==> src/rtl/tsamp_pkg.sv <==
package tsamp_pkg;
  typedef enum logic [1:0] {
    ST_IDLE = 2'd0,
    ST_PC   = 2'd1,
    ST_CNT  = 2'd2,
    ST_ACC  = 2'd3
  } wr_state_e;

  localparam int WORD_W   = 64;
  localparam int REC_LSB  = 4;   // 16 bytes per trace record
endpackage

==> src/rtl/tsamp_cfg_regs.sv <==
module tsamp_cfg_regs #(
  parameter int CNT_W  = 32,
  parameter int SEL_W  = 3,
  parameter int SIZE_W = 3
) (
  input  logic              clk,
  input  logic              rst_n,
  input  logic              ctl_we,
  input  logic [63:0]       ctl_wdata,
  input  logic              base_we,
  input  logic [63:0]       base_wdata,
  output logic [CNT_W-1:0]  load_q,
  output logic [SEL_W-1:0]  sel_q,
  output logic              trace_q,
  output logic [SIZE_W-1:0] size_q,
  output logic [63:0]       base_q
);
  localparam int SEL_LO = CNT_W;
  localparam int SEL_HI = CNT_W + SEL_W - 1;

  always_ff @(posedge clk) begin
    if (!rst_n) begin
      load_q  <= '0;
      sel_q   <= '0;
      trace_q <= 1'b0;
      size_q  <= '0;
      base_q  <= '0;
    end else begin
      if (ctl_we) begin
        load_q <= ctl_wdata[CNT_W-1:0];
        sel_q  <= ctl_wdata[SEL_HI:SEL_LO];
      end
      if (base_we) begin
        trace_q <= base_wdata[0];
        size_q  <= base_wdata[SIZE_W:1];
        base_q  <= {base_wdata[63:4], 4'b0000};
      end
    end
  end
endmodule

==> src/rtl/tsamp_counter.sv <==
module tsamp_counter #(
  parameter int CNT_W   = 32,
  parameter int NUM_EVT = 8,
  parameter int SEL_W   = 3
) (
  input  logic               clk,
  input  logic               rst_n,
  input  logic               ctl_we,
  input  logic [CNT_W-1:0]   new_load,
  input  logic [CNT_W-1:0]   load_q,
  input  logic [SEL_W-1:0]   sel_q,
  input  logic               trace_q,
  input  logic [NUM_EVT-1:0] evt_i,
  output logic               ovf_o,
  output logic [63:0]        snap_cnt_o,
  output logic [63:0]        period_o
);
  logic [CNT_W-1:0] cnt_q;
  logic [63:0]      total_q;
  logic             evt_sel;
  logic             inc;

  assign evt_sel    = evt_i[sel_q];
  // trace mode counts clock cycles
  assign inc        = trace_q | evt_sel;
  assign ovf_o      = !ctl_we && inc && (cnt_q == {CNT_W{1'b1}});
  assign snap_cnt_o = total_q + 64'(inc);
  assign period_o   = (64'd1 << CNT_W) - 64'(load_q);

  always_ff @(posedge clk) begin
    if (!rst_n) begin
      cnt_q   <= '0;
      total_q <= '0;
    end else if (ctl_we) begin
      cnt_q   <= new_load;
      total_q <= '0;
    end else if (inc) begin
      cnt_q   <= (cnt_q == {CNT_W{1'b1}}) ? load_q : cnt_q + 1'b1;
      total_q <= total_q + 64'd1;
    end
  end


  reload_chk: assert property (@(posedge clk) disable iff (!rst_n)
    ovf_o |=> cnt_q == $past(load_q));


  ctl_load_chk: assert property (@(posedge clk) disable iff (!rst_n)
    ctl_we |=> (cnt_q == $past(new_load) && total_q == 64'd0));
endmodule

==> src/rtl/tsamp_writer.sv <==
module tsamp_writer
  import tsamp_pkg::*;
#(
  parameter int SIZE_W      = 3,
  parameter int MIN_REC_LOG = 2
) (
  input  logic              clk,
  input  logic              rst_n,
  input  logic              ovf_i,
  input  logic              trace_i,
  input  logic [63:0]       base_i,
  input  logic [SIZE_W-1:0] size_i,
  input  logic              base_we,
  input  logic              ctl_we,
  input  logic [63:0]       pc_i,
  input  logic [63:0]       snap_i,
  input  logic [63:0]       period_i,
  input  logic              wr_ready,
  output logic              wr_valid,
  output logic [63:0]       wr_addr,
  output logic [63:0]       wr_data,
  output logic              wr_add,
  output logic              lost_o
);
  localparam int IDX_W = (1 << SIZE_W) - 1 + MIN_REC_LOG;

  wr_state_e        st_q;
  logic [63:0]      addr_q, d0_q, d1_q;
  logic [IDX_W-1:0] idx_q, idx_mask, idx_nxt;
  logic [63:0]      rec_addr;

  assign idx_mask = ~({IDX_W{1'b1}} << (32'(size_i) + MIN_REC_LOG));
  assign idx_nxt  = (idx_q + 1'b1) & idx_mask;
  assign rec_addr = base_i + (64'(idx_q) << REC_LSB);

  assign wr_valid = (st_q != ST_IDLE);
  assign wr_addr  = (st_q == ST_CNT) ? addr_q + 64'd8 : addr_q;
  assign wr_data  = (st_q == ST_CNT) ? d1_q : d0_q;
  assign wr_add   = (st_q == ST_ACC);

  always_ff @(posedge clk) begin
    if (!rst_n) begin
      st_q   <= ST_IDLE;
      addr_q <= '0;
      d0_q   <= '0;
      d1_q   <= '0;
      idx_q  <= '0;
      lost_o <= 1'b0;
    end else begin
      case (st_q)
        ST_PC:  if (wr_ready) st_q <= ST_CNT;
        ST_CNT: if (wr_ready) st_q <= ST_IDLE;
        ST_ACC: if (wr_ready) st_q <= ST_IDLE;
        default: begin
          if (ovf_i) begin
            if (trace_i) begin
              st_q   <= ST_PC;
              addr_q <= rec_addr;
              d0_q   <= pc_i;
              d1_q   <= snap_i;
            end else begin
              st_q   <= ST_ACC;
              addr_q <= base_i;
              d0_q   <= period_i;
            end
          end
        end
      endcase

      if (ctl_we)
        lost_o <= 1'b0;
      else if (ovf_i && st_q != ST_IDLE)
        lost_o <= 1'b1;

      if (base_we)
        idx_q <= '0;
      else if (st_q == ST_CNT && wr_ready)
        idx_q <= idx_nxt;
    end
  end


  hold_chk: assert property (@(posedge clk) disable iff (!rst_n)
    (wr_valid && !wr_ready) |=> (wr_valid && $stable(wr_addr) &&
                                 $stable(wr_data) && $stable(wr_add)));


  second_word_chk: assert property (@(posedge clk) disable iff (!rst_n)
    (st_q == ST_PC && wr_ready) |=> (wr_valid && !wr_add &&
                                     wr_addr == $past(wr_addr) + 64'd8));


  lost_rise_chk: assert property (@(posedge clk) disable iff (!rst_n)
    $rose(lost_o) |-> ($past(ovf_i) && $past(st_q) != ST_IDLE));


  acc_single_chk: assert property (@(posedge clk) disable iff (!rst_n)
    (wr_valid && wr_add && wr_ready) |=> !(wr_valid && $stable(wr_addr) && !wr_add));
endmodule

==> src/rtl/pc_trace_sampler.sv <==
module pc_trace_sampler #(
  parameter int CNT_W       = 32,
  parameter int NUM_EVT     = 8,
  parameter int SIZE_W      = 3,
  parameter int MIN_REC_LOG = 2
) (
  input  logic               clk,
  input  logic               rst_n,
  input  logic [63:0]        pc_i,
  input  logic [NUM_EVT-1:0] evt_i,
  input  logic               ctl_we,
  input  logic [63:0]        ctl_wdata,
  input  logic               base_we,
  input  logic [63:0]        base_wdata,
  output logic               wr_valid,
  input  logic               wr_ready,
  output logic [63:0]        wr_addr,
  output logic [63:0]        wr_data,
  output logic               wr_add,
  output logic               lost_o
);
  localparam int SEL_W = (NUM_EVT > 1) ? $clog2(NUM_EVT) : 1;

  logic [CNT_W-1:0]  load_q;
  logic [SEL_W-1:0]  sel_q;
  logic              trace_q;
  logic [SIZE_W-1:0] size_q;
  logic [63:0]       base_q;
  logic              ovf;
  logic [63:0]       snap_cnt, period;

  tsamp_cfg_regs #(.CNT_W(CNT_W), .SEL_W(SEL_W), .SIZE_W(SIZE_W)) u_regs (
    .clk(clk), .rst_n(rst_n),
    .ctl_we(ctl_we), .ctl_wdata(ctl_wdata),
    .base_we(base_we), .base_wdata(base_wdata),
    .load_q(load_q), .sel_q(sel_q), .trace_q(trace_q),
    .size_q(size_q), .base_q(base_q)
  );

  tsamp_counter #(.CNT_W(CNT_W), .NUM_EVT(NUM_EVT), .SEL_W(SEL_W)) u_cnt (
    .clk(clk), .rst_n(rst_n),
    .ctl_we(ctl_we), .new_load(ctl_wdata[CNT_W-1:0]),
    .load_q(load_q), .sel_q(sel_q), .trace_q(trace_q), .evt_i(evt_i),
    .ovf_o(ovf), .snap_cnt_o(snap_cnt), .period_o(period)
  );

  tsamp_writer #(.SIZE_W(SIZE_W), .MIN_REC_LOG(MIN_REC_LOG)) u_wr (
    .clk(clk), .rst_n(rst_n),
    .ovf_i(ovf), .trace_i(trace_q), .base_i(base_q), .size_i(size_q),
    .base_we(base_we), .ctl_we(ctl_we), .pc_i(pc_i),
    .snap_i(snap_cnt), .period_i(period), .wr_ready(wr_ready),
    .wr_valid(wr_valid), .wr_addr(wr_addr), .wr_data(wr_data),
    .wr_add(wr_add), .lost_o(lost_o)
  );


  reset_quiet_chk: assert property (@(posedge clk)
    !rst_n |=> (!wr_valid && !lost_o));
endmodule

==> config.mk <==
export PLATFORM = sky130hd
export DESIGN_NAME = pc_trace_sampler
export DESIGN_NICKNAME = d
export VERILOG_FILES = /design/src/rtl/tsamp_pkg.sv /design/src/rtl/tsamp_cfg_regs.sv /design/src/rtl/tsamp_counter.sv /design/src/rtl/tsamp_writer.sv /design/src/rtl/pc_trace_sampler.sv
export SDC_FILE = /design/constraint.sdc
export NUM_CORES = 1
export LEC_CHECK = 0
export BUFFER_PORTS_ARGS = -buffer_cell sky130_fd_sc_hd__buf_4
export CORE_UTILIZATION = 50
export CTS_BUF_LIST = sky130_fd_sc_hd__clkbuf_4 sky130_fd_sc_hd__clkbuf_8 sky130_fd_sc_hd__clkbuf_16
export DETAILED_ROUTE_END_ITERATION = 8
export PLACE_DENSITY = 0.81
export SYNTH_ARGS = -nofsm -noshare
export SYNTH_HDL_FRONTEND = slang
export SYNTH_SLANG_ARGS = --single-unit
==> constraint.sdc <==
create_clock -name clk -period 7 [get_ports clk]
set_input_delay 0.7 -clock clk [delete_from_list [all_inputs] [get_ports clk]]
set_output_delay 0.7 -clock clk [all_outputs]
set_load 0.02 [all_outputs]
==> key figures, run 1 <==
Synthesis
  • Area leader, netlist: dfxtp_1
  • Number of synthesized flops with an enable pin: 0
  • Post-synthesis sequential area ratio: 0.3991
  • Distinct cells, synth: 75
  • Post-Syn Area: a little under 20000 µm²
  • Ys flop type: dfxtp_1
  • Post-synth top area share: 0.3991
  • Synth top area cells: dfxtp_1 40%, nand2_1 7.0%, nor2_1 6.3%
  • Post-Syn Instances: 2469
  • Syn avg cell area: 8.026 µm²
  • Asr flop ratio synth: 0
  • Synth warnings: 0
  • FF+latch count, synth: around 400

STA
  • Worst-Margin Slew: 1.237 ns
  • Final Hold Viols: 0
  • Setup TNS: 0 ns
  • RSZ-0062 raised after global routing: false
  • Max-Slew Margin vs Limit: 0.1755
  • Fin crit share: 0.6143
  • Skew final: 0.02145 ns
  • Slew Viols, Final: 0
  • FMAX: between 200 and 250 MHz
  • Fin crit period: 4.300 ns
  • Final setup fails: 0

Worst setup path
  • Reg-to-reg slack, setup: ~2.7 ns
  • CP Launch Type: flop
  • Worst setup path category: reg -> reg
  • Reg2reg start: u_cnt.cnt_q[0]$_SDFFE_PN0P_
  • CP Buf/Inv Count: 1
  • Worst Reg-to-Reg Cells: 9
  • Crit. End Element: flop
  • CP Launch Point: u_cnt.cnt_q[0]$_SDFFE_PN0P_
  • CP max FO: 59
  • Capture point of the worst reg-to-reg path: u_wr.d1_q[37]$_SDFFE_PN0P_
  • Slowest cell on the critical path: nor2_4
  • Worst Path Required: between 7 and 8 ns
  • CP arrival: 4.80 ns
  • Critical path, cell by cell: ha_1 -> and2_1 -> nand4_1 -> nor3_2 -> nand4_2 -> buf_4 -> nor2_4 -> o21ai_0 -> a21oi_1
  • Delay-heaviest family, CP: simple AND/OR/NAND/NOR gates
  • CP peak stage delay: 0.88 ns

Floorplan
  • Die area: between 40000 and 50000 µm²
  • Core Region: 38830 µm²
  • Num rows: 72
  • Die X: 201.1 µm
  • Ports: roughly 340
  • Initial core utilization: 0.5103
  • Chip Height: 201.1 µm

Clock tree
  • Post-CTS resize count: 0
  • CTS Buffer Depth: 3
  • Clock Sinks: a little under 400
  • Hold_buf cts: 0
  • Setup Buffers After CTS: 0
  • Root Buffer: clkbuf_16
  • H-tree Lvls: 2
  • Worst-path clk slew: 0.06 ns
  • CTS buffer count: 44
  • CTS tree: built
  • Worst skew pair latency: 0.58 ns

Hold path
  • Worst min-delay path startpoint: base_wdata[19]
  • Hold depth: 3
  • Min-Delay Endpoint: u_regs.base_q[19]$_SDFFE_PN0P_
  • Worst min-delay path class: in -> reg

Global routing
  • Grt ovf: 0
  • Vias in the first global route: ~18000
  • Global-route usage over all layers: 0.2966
  • Global-route wire length before repair: ~97000 µm
  • Initial antenna violation count: 1
  • Pin count of the biggest net entering global routing: 111

Finish
  • Synth-to-Final Area Change: 19.64%
  • Share of layout cells above drive strength 1: 0.1604
  • Final core occ: 0.6106
  • Register area: 7911 µm²
  • # diodes: 0
  • Multi-input gate area in the final layout: 11200 µm²
  • Nets: ~2900
  • Commonest cells after routing, fill and taps aside: 394 x dfxtp_1, 370 x nand2_1, 329 x nor2_1
  • Fillers: 3359
  • Commonest non-fill, non-tap cell in the layout: dfxtp_1

Flow run
  • Max_cap viols: 0

Power
  • Pwr Density: 216.0 nW/µm²
  • Leakage power figure: around 9.2 nW
  • Final Power: between 0.005 and 0.006 W
  • Worst ir drop on vdd: 0.0002171 V

Route
  • WL final: 61790 µm
  • Vias per cell: 5.901
  • Routed vias: 19020
  • Initial detailed-routing violation count: 1733
  • Routed Antenna Nets: 0
  • DRT Pass-1 Iters: 9
  • Wire per inst: between 15 and 20 µm
  • DRC errors left: 0

Place
  • Dpl hpwl: 43000 µm
  • RD Place Congestion: around 0.93
  • IO buf count: roughly 300

Outcome
  • Status: finished clean
where the power goes:
part | internal, W | switching, W | total [W]
logic | 0.000175 | 0.000217 | 0.000391
clock network | 0.00141 | 0.000965 | 0.00237
registers | 0.00230 | 0.0000630 | 0.00236
per-stage QoR:
step	hold WS, ns	cell area, µm²	setup WS, ns	std cells
CTS	0.3406	23710	2.841	3223
floorplan	0.4321	19820	3.343	2471
global placement	0.4374	22210	2.665	3144
finish	0.3692	23710	2.700	3223
detailed placement	0.4449	22210	2.579	3144
global route	0.3542	23710	2.395	3223
sequential cells by signal, summed over array words and instances, names as in the netlist, 9 cells and up:
name and cells:
u_cnt.total_q 64, u_wr.d0_q 64, u_wr.d1_q 64, u_regs.base_q 60, u_wr.addr_q 60, u_cnt.cnt_q 32
u_regs.load_q 32, u_wr.idx_q 9
layer usage:
metal / global-route usage / wire length (µm) / vias up
met5: 0 / 13 / -
met4: 0.1219 / 2448 / 2
met3: 0.07305 / 5306 / 157
met2: 0.4904 / 28690 / 710
met1: 0.3679 / 25340 / 9104
li1: - / - / 9047
worst max path at each step:
stage                                 end  slack, ns  cells after the start
3_5_place_dp   u_wr.d1_q[37]$_SDFFE_PN0P_       2.58                     10
2_1_floorplan  u_wr.d1_q[46]$_SDFFE_PN0P_       3.34                     17
5_1_grt        u_wr.d1_q[37]$_SDFFE_PN0P_       2.40                      9
6_report       u_wr.d1_q[37]$_SDFFE_PN0P_       2.70                      9
4_1_cts        u_wr.d1_q[37]$_SDFFE_PN0P_       2.84                      9
3_3_place_gp   u_wr.d1_q[58]$_SDFFE_PN0P_       2.66                     10
worst reg2reg max path: cells and delay by family, from the launching register on:
family,cells,cell delay [ns]
AND/OR/NAND/NOR,5,2.51
buffers and inverters,1,0.53
adder cells (fa/ha/maj),1,0.26
flip-flops,1,0.45
AO/OA/AOI/OAI,2,0.49
Yosys cell counts, drive strengths merged (2+ instances only):
master,number
a221oi,2
a2111oi,2
nor4b,2
a2bb2oi,2
nor2b,6
nand4,66
o211a,12
and2,24
a21oi,170
a22oi,3
nand3b,2
a21o,8
nand3,98
nand2,371
clkbuf,106
or2,6
ha,18
xnor2,112
nor3b,5
nand2b,4
nor4,26
a211oi,77
o21ai,115
nor2,332
o31ai,2
o21a,22
mux4,2
a222oi,24
o2111ai,2
and3,28
mux2i,100
nand4b,2
nor3,57
xor2,110
inv,20
a31oi,5
o211ai,11
buf,55
dfxtp,395
and4,15
or4,13
or3,21
cells by family (layout without fill, tap and decap cells):
logic type	after synthesis	after routing	share of synthesized area
adder cells (fa/ha/maj)	19	19	0.01238
AO/OA/AOI/OAI	466	466	0.1468
other	1	3	0.0001892
buffers and inverters	181	415	0.03732
XOR/XNOR	222	222	0.09812
flip-flops	395	395	0.3991
multiplexers	103	103	0.05399
AND/OR/NAND/NOR	1082	1082	0.2521
area by class of cell:
cell class                      count  area share
Clock buffer                       60     0.05616
Clock inverter                     19    0.006808
Inverter                           20    0.003378
Multi-Input combinational cell   1895      0.4725
Sequential cell                   395      0.3337
Tap cell                          518     0.02734
Timing Repair Buffer              316      0.1001
(Power assumes the default switching activity.)
==> run 2, diff against run 1 <==
Clock period 7 ns to 4.2 ns, I/O delays scaled along.
==> key figures, run 2 (synthesis results as in run 1) <==
Outcome
  • Status: finished, violations left (was finished clean)
  • Failing checks: design-rule violations

Power
  • Sequential power share: 0.460 (was 0.461)
  • Clock power share: 0.463 (about the same)
  • P_int: 0.006492 W (was 0.003875 W)
  • Leakage power figure: 9.287 nW (was 9.239 nW)
  • Switching fraction of total power: 0.2409 (was 0.2431)
  • Pwr Density: 359.7 nW/µm² (was 216.0 nW/µm²)
  • Psw: 0.002060 W (was 0.001244 W)
  • Worst ir drop on vdd: 0.0002688 V (was 0.0002171 V)
  • Gate power share: 0.077 (was 0.076)

STA
  • Worst-Margin Slew: 1.173 ns (was 1.237 ns)
  • Fin crit share: 0.8289 (was 0.6143)
  • Skew final: 0.01974 ns (was 0.02145 ns)
  • Final setup fails: 0 (unchanged)
  • Slew Viols, Final: 0 (unchanged)
  • Setup TNS: 0 ns (unchanged)
  • Fin crit period: 3.481 ns (was 4.300 ns)
  • Final Hold Viols: 0 (unchanged)
  • FMAX: 287.2 MHz (was 232.6 MHz)
  • Max-Slew Margin vs Limit: 0.2165 (was 0.1755)
  • RSZ-0062 raised after global routing: false (unchanged)

Clock tree
  • Post-CTS resize count: 0 (unchanged)
  • H-tree Lvls: 2 (unchanged)
  • Root Buffer: clkbuf_16 (unchanged)
  • Clock Sinks: 395 (unchanged)
  • Hold_buf cts: 0 (unchanged)
  • CTS tree: built (unchanged)
  • CTS buffer count: 43 (was 44)
  • Setup Buffers After CTS: 0 (unchanged)
  • CTS Buffer Depth: 3 (unchanged)
  • Worst skew pair latency: 0.56 ns (was 0.58 ns)
  • Worst-path clk slew: 0.07 ns (was 0.06 ns)

Global routing
  • Grt ovf: 0 (unchanged)
  • Pin count of the biggest net entering global routing: 114 (was 111)
  • Vias in the first global route: 18314 (was 18156)
  • Initial antenna violation count: 2 (was 1)
  • Global-route usage over all layers: 0.3000 (was 0.2966)
  • Global-route wire length before repair: 98260 µm (was 96660 µm)

Route
  • WL final: 62490 µm (was 61790 µm)
  • Routed Antenna Nets: 0 (unchanged)
  • Routed vias: 18989 (was 19020)
  • Wire per inst: 19.35 µm (was 19.17 µm)
  • DRC errors left: 2 (was 0)
  • Initial detailed-routing violation count: 1575 (was 1733)
  • Vias per cell: 5.879 (was 5.901)
  • DRT Pass-1 Iters: 9 (unchanged)

Finish
  • Share of layout cells above drive strength 1: 0.1626 (was 0.1604)
  • Commonest cells after routing, fill and taps aside: 394 x dfxtp_1, 370 x nand2_1, 329 x nor2_1 (unchanged)
  • Commonest non-fill, non-tap cell in the layout: dfxtp_1 (unchanged)
  • # diodes: 0 (unchanged)
  • Final core occ: 0.6124 (was 0.6106)
  • Synth-to-Final Area Change: 20.00% (was 19.64%)
  • Nets: 2903 (was 2896)
  • Top Registers: u_cnt.total_q: 64 flops, u_wr.d0_q: 64 flops, u_wr.d1_q: 64 flops (unchanged)

Hold path
  • Worst min-delay path class: in -> reg (unchanged)

Floorplan
  • Num rows: 72 (unchanged)
  • Die X: 201.1 µm (unchanged)
  • Core Region: 38830 µm² (unchanged)
  • Die area: 40430 µm² (unchanged)
  • Initial core utilization: 0.5103 (unchanged)
  • Chip Height: 201.1 µm (unchanged)
  • Ports: 336 (unchanged)

Worst setup path
  • Delay-heaviest family, CP: simple AND/OR/NAND/NOR gates (unchanged)
  • CP peak stage delay: 0.91 ns (was 0.88 ns)
  • CP Buf/Inv Count: 1 (unchanged)
  • CP arrival: 3.86 ns (was 4.80 ns)
  • Crit. End Element: flop (unchanged)
  • CP max FO: 6 (was 59)
  • Critical path, cell by cell: mux4_2 -> mux2i_4 -> and2_1 -> inv_2 -> ha_1 -> and3_1 -> nand3_1 -> nor4_1 -> nand4_1 -> nor2_1 -> xnor2_1 -> a21oi_1 (was ha_1 -> and2_1 -> nand4_1 -> nor3_2 -> nand4_2 -> buf_4 -> nor2_4 -> o21ai_0 -> a21oi_1)
  • Worst setup path category: reg -> reg (unchanged)
  • Worst Path Required: 4.58 ns (was 7.50 ns)
  • CP Launch Type: flop (unchanged)
  • Slowest cell on the critical path: nor4_1 (was nor2_4)

Flow run
  • Max_cap viols: 0 (unchanged)

Place
  • Dpl hpwl: 44010 µm (was 43000 µm)
  • IO buf count: 303 (unchanged)
  • RD Place Congestion: 0.9393 (was 0.9307)
==> run 2: cell type report <==
class / instances / area, µm²
Fill cell: 3384 / 15050
Tap cell: 518 / 648.1
Sequential cell: 395 / 7911
Clock inverter: 16 / 175.2
Clock buffer: 62 / 1316
Multi-Input combinational cell: 1895 / 11200
Inverter: 20 / 80.08
Timing Repair Buffer: 324 / 2445
==> run 2: tightest hold or removal path: cells and delay by family <==
kind / cells / cell delay, ns
buffers and inverters: 1 / 0.08
and+or+nand+nor: 1 / 0.08
muxes: 1 / 0.05
==> run 2: per-layer routing <==
| layer | up-vias | global-route usage | share of wire |
|---|---|---|---|
| met1 | 9024 | 0.3742 | 0.41 |
| met4 | 2 | 0.1191 | 0.037 |
| met2 | 769 | 0.5036 | 0.47 |
| met5 | - | 0 | 0.00018 |
| li1 | 9049 | - | - |
| met3 | 145 | 0.06315 | 0.079 |
==> run 2: metrics by stage <==
| stage | hold WS [ns] | std cells | total power, W | worst slack [ns] | area [µm²] |
|---|---|---|---|---|---|
| floorplan | 0.4321 | 2471 | 0.004381 | 0.8213 | 19820 |
| global placement | 0.4396 | 3152 | 0.004639 | 0.7941 | 22290 |
| detailed placement | 0.4446 | 3152 | 0.004659 | 0.7155 | 22290 |
| CTS | 0.07813 | 3230 | 0.008578 | 0.7303 | 23780 |
| global route | 0.1005 | 3230 | 0.008800 | 0.4697 | 23780 |
| finish | 0.1021 | 3230 | 0.008552 | 0.7186 | 23780 |
==> run 2: power groups by stage <==
stage	clock network (W)	logic [W]	registers, W
floorplan	0	0.000404	0.00398
global placement	0	0.000636	0.00400
detailed placement	0	0.000651	0.00401
CTS	0.00400	0.000656	0.00393
global route	0.00415	0.000711	0.00394
finish	0.00396	0.000660	0.00393
==> run 2: worst paths after layout <==
path | endpoint | start | slack [ns] | depth (start not counted)
max | u_wr.d1_q[43]$_SDFFE_PN0P_ | u_regs.sel_q[1]$_SDFFE_PN0P_ | 0.72 | 12
min | u_regs.base_q[22]$_SDFFE_PN0P_ | base_wdata[22] | 0.10 | 3
max reg2reg | u_wr.d1_q[43]$_SDFFE_PN0P_ | u_regs.sel_q[1]$_SDFFE_PN0P_ | 0.72 | 12
min reg2reg | u_wr.d0_q[54]$_SDFFE_PN0P_ | u_wr.d0_q[54]$_SDFFE_PN0P_ | 0.45 | 2
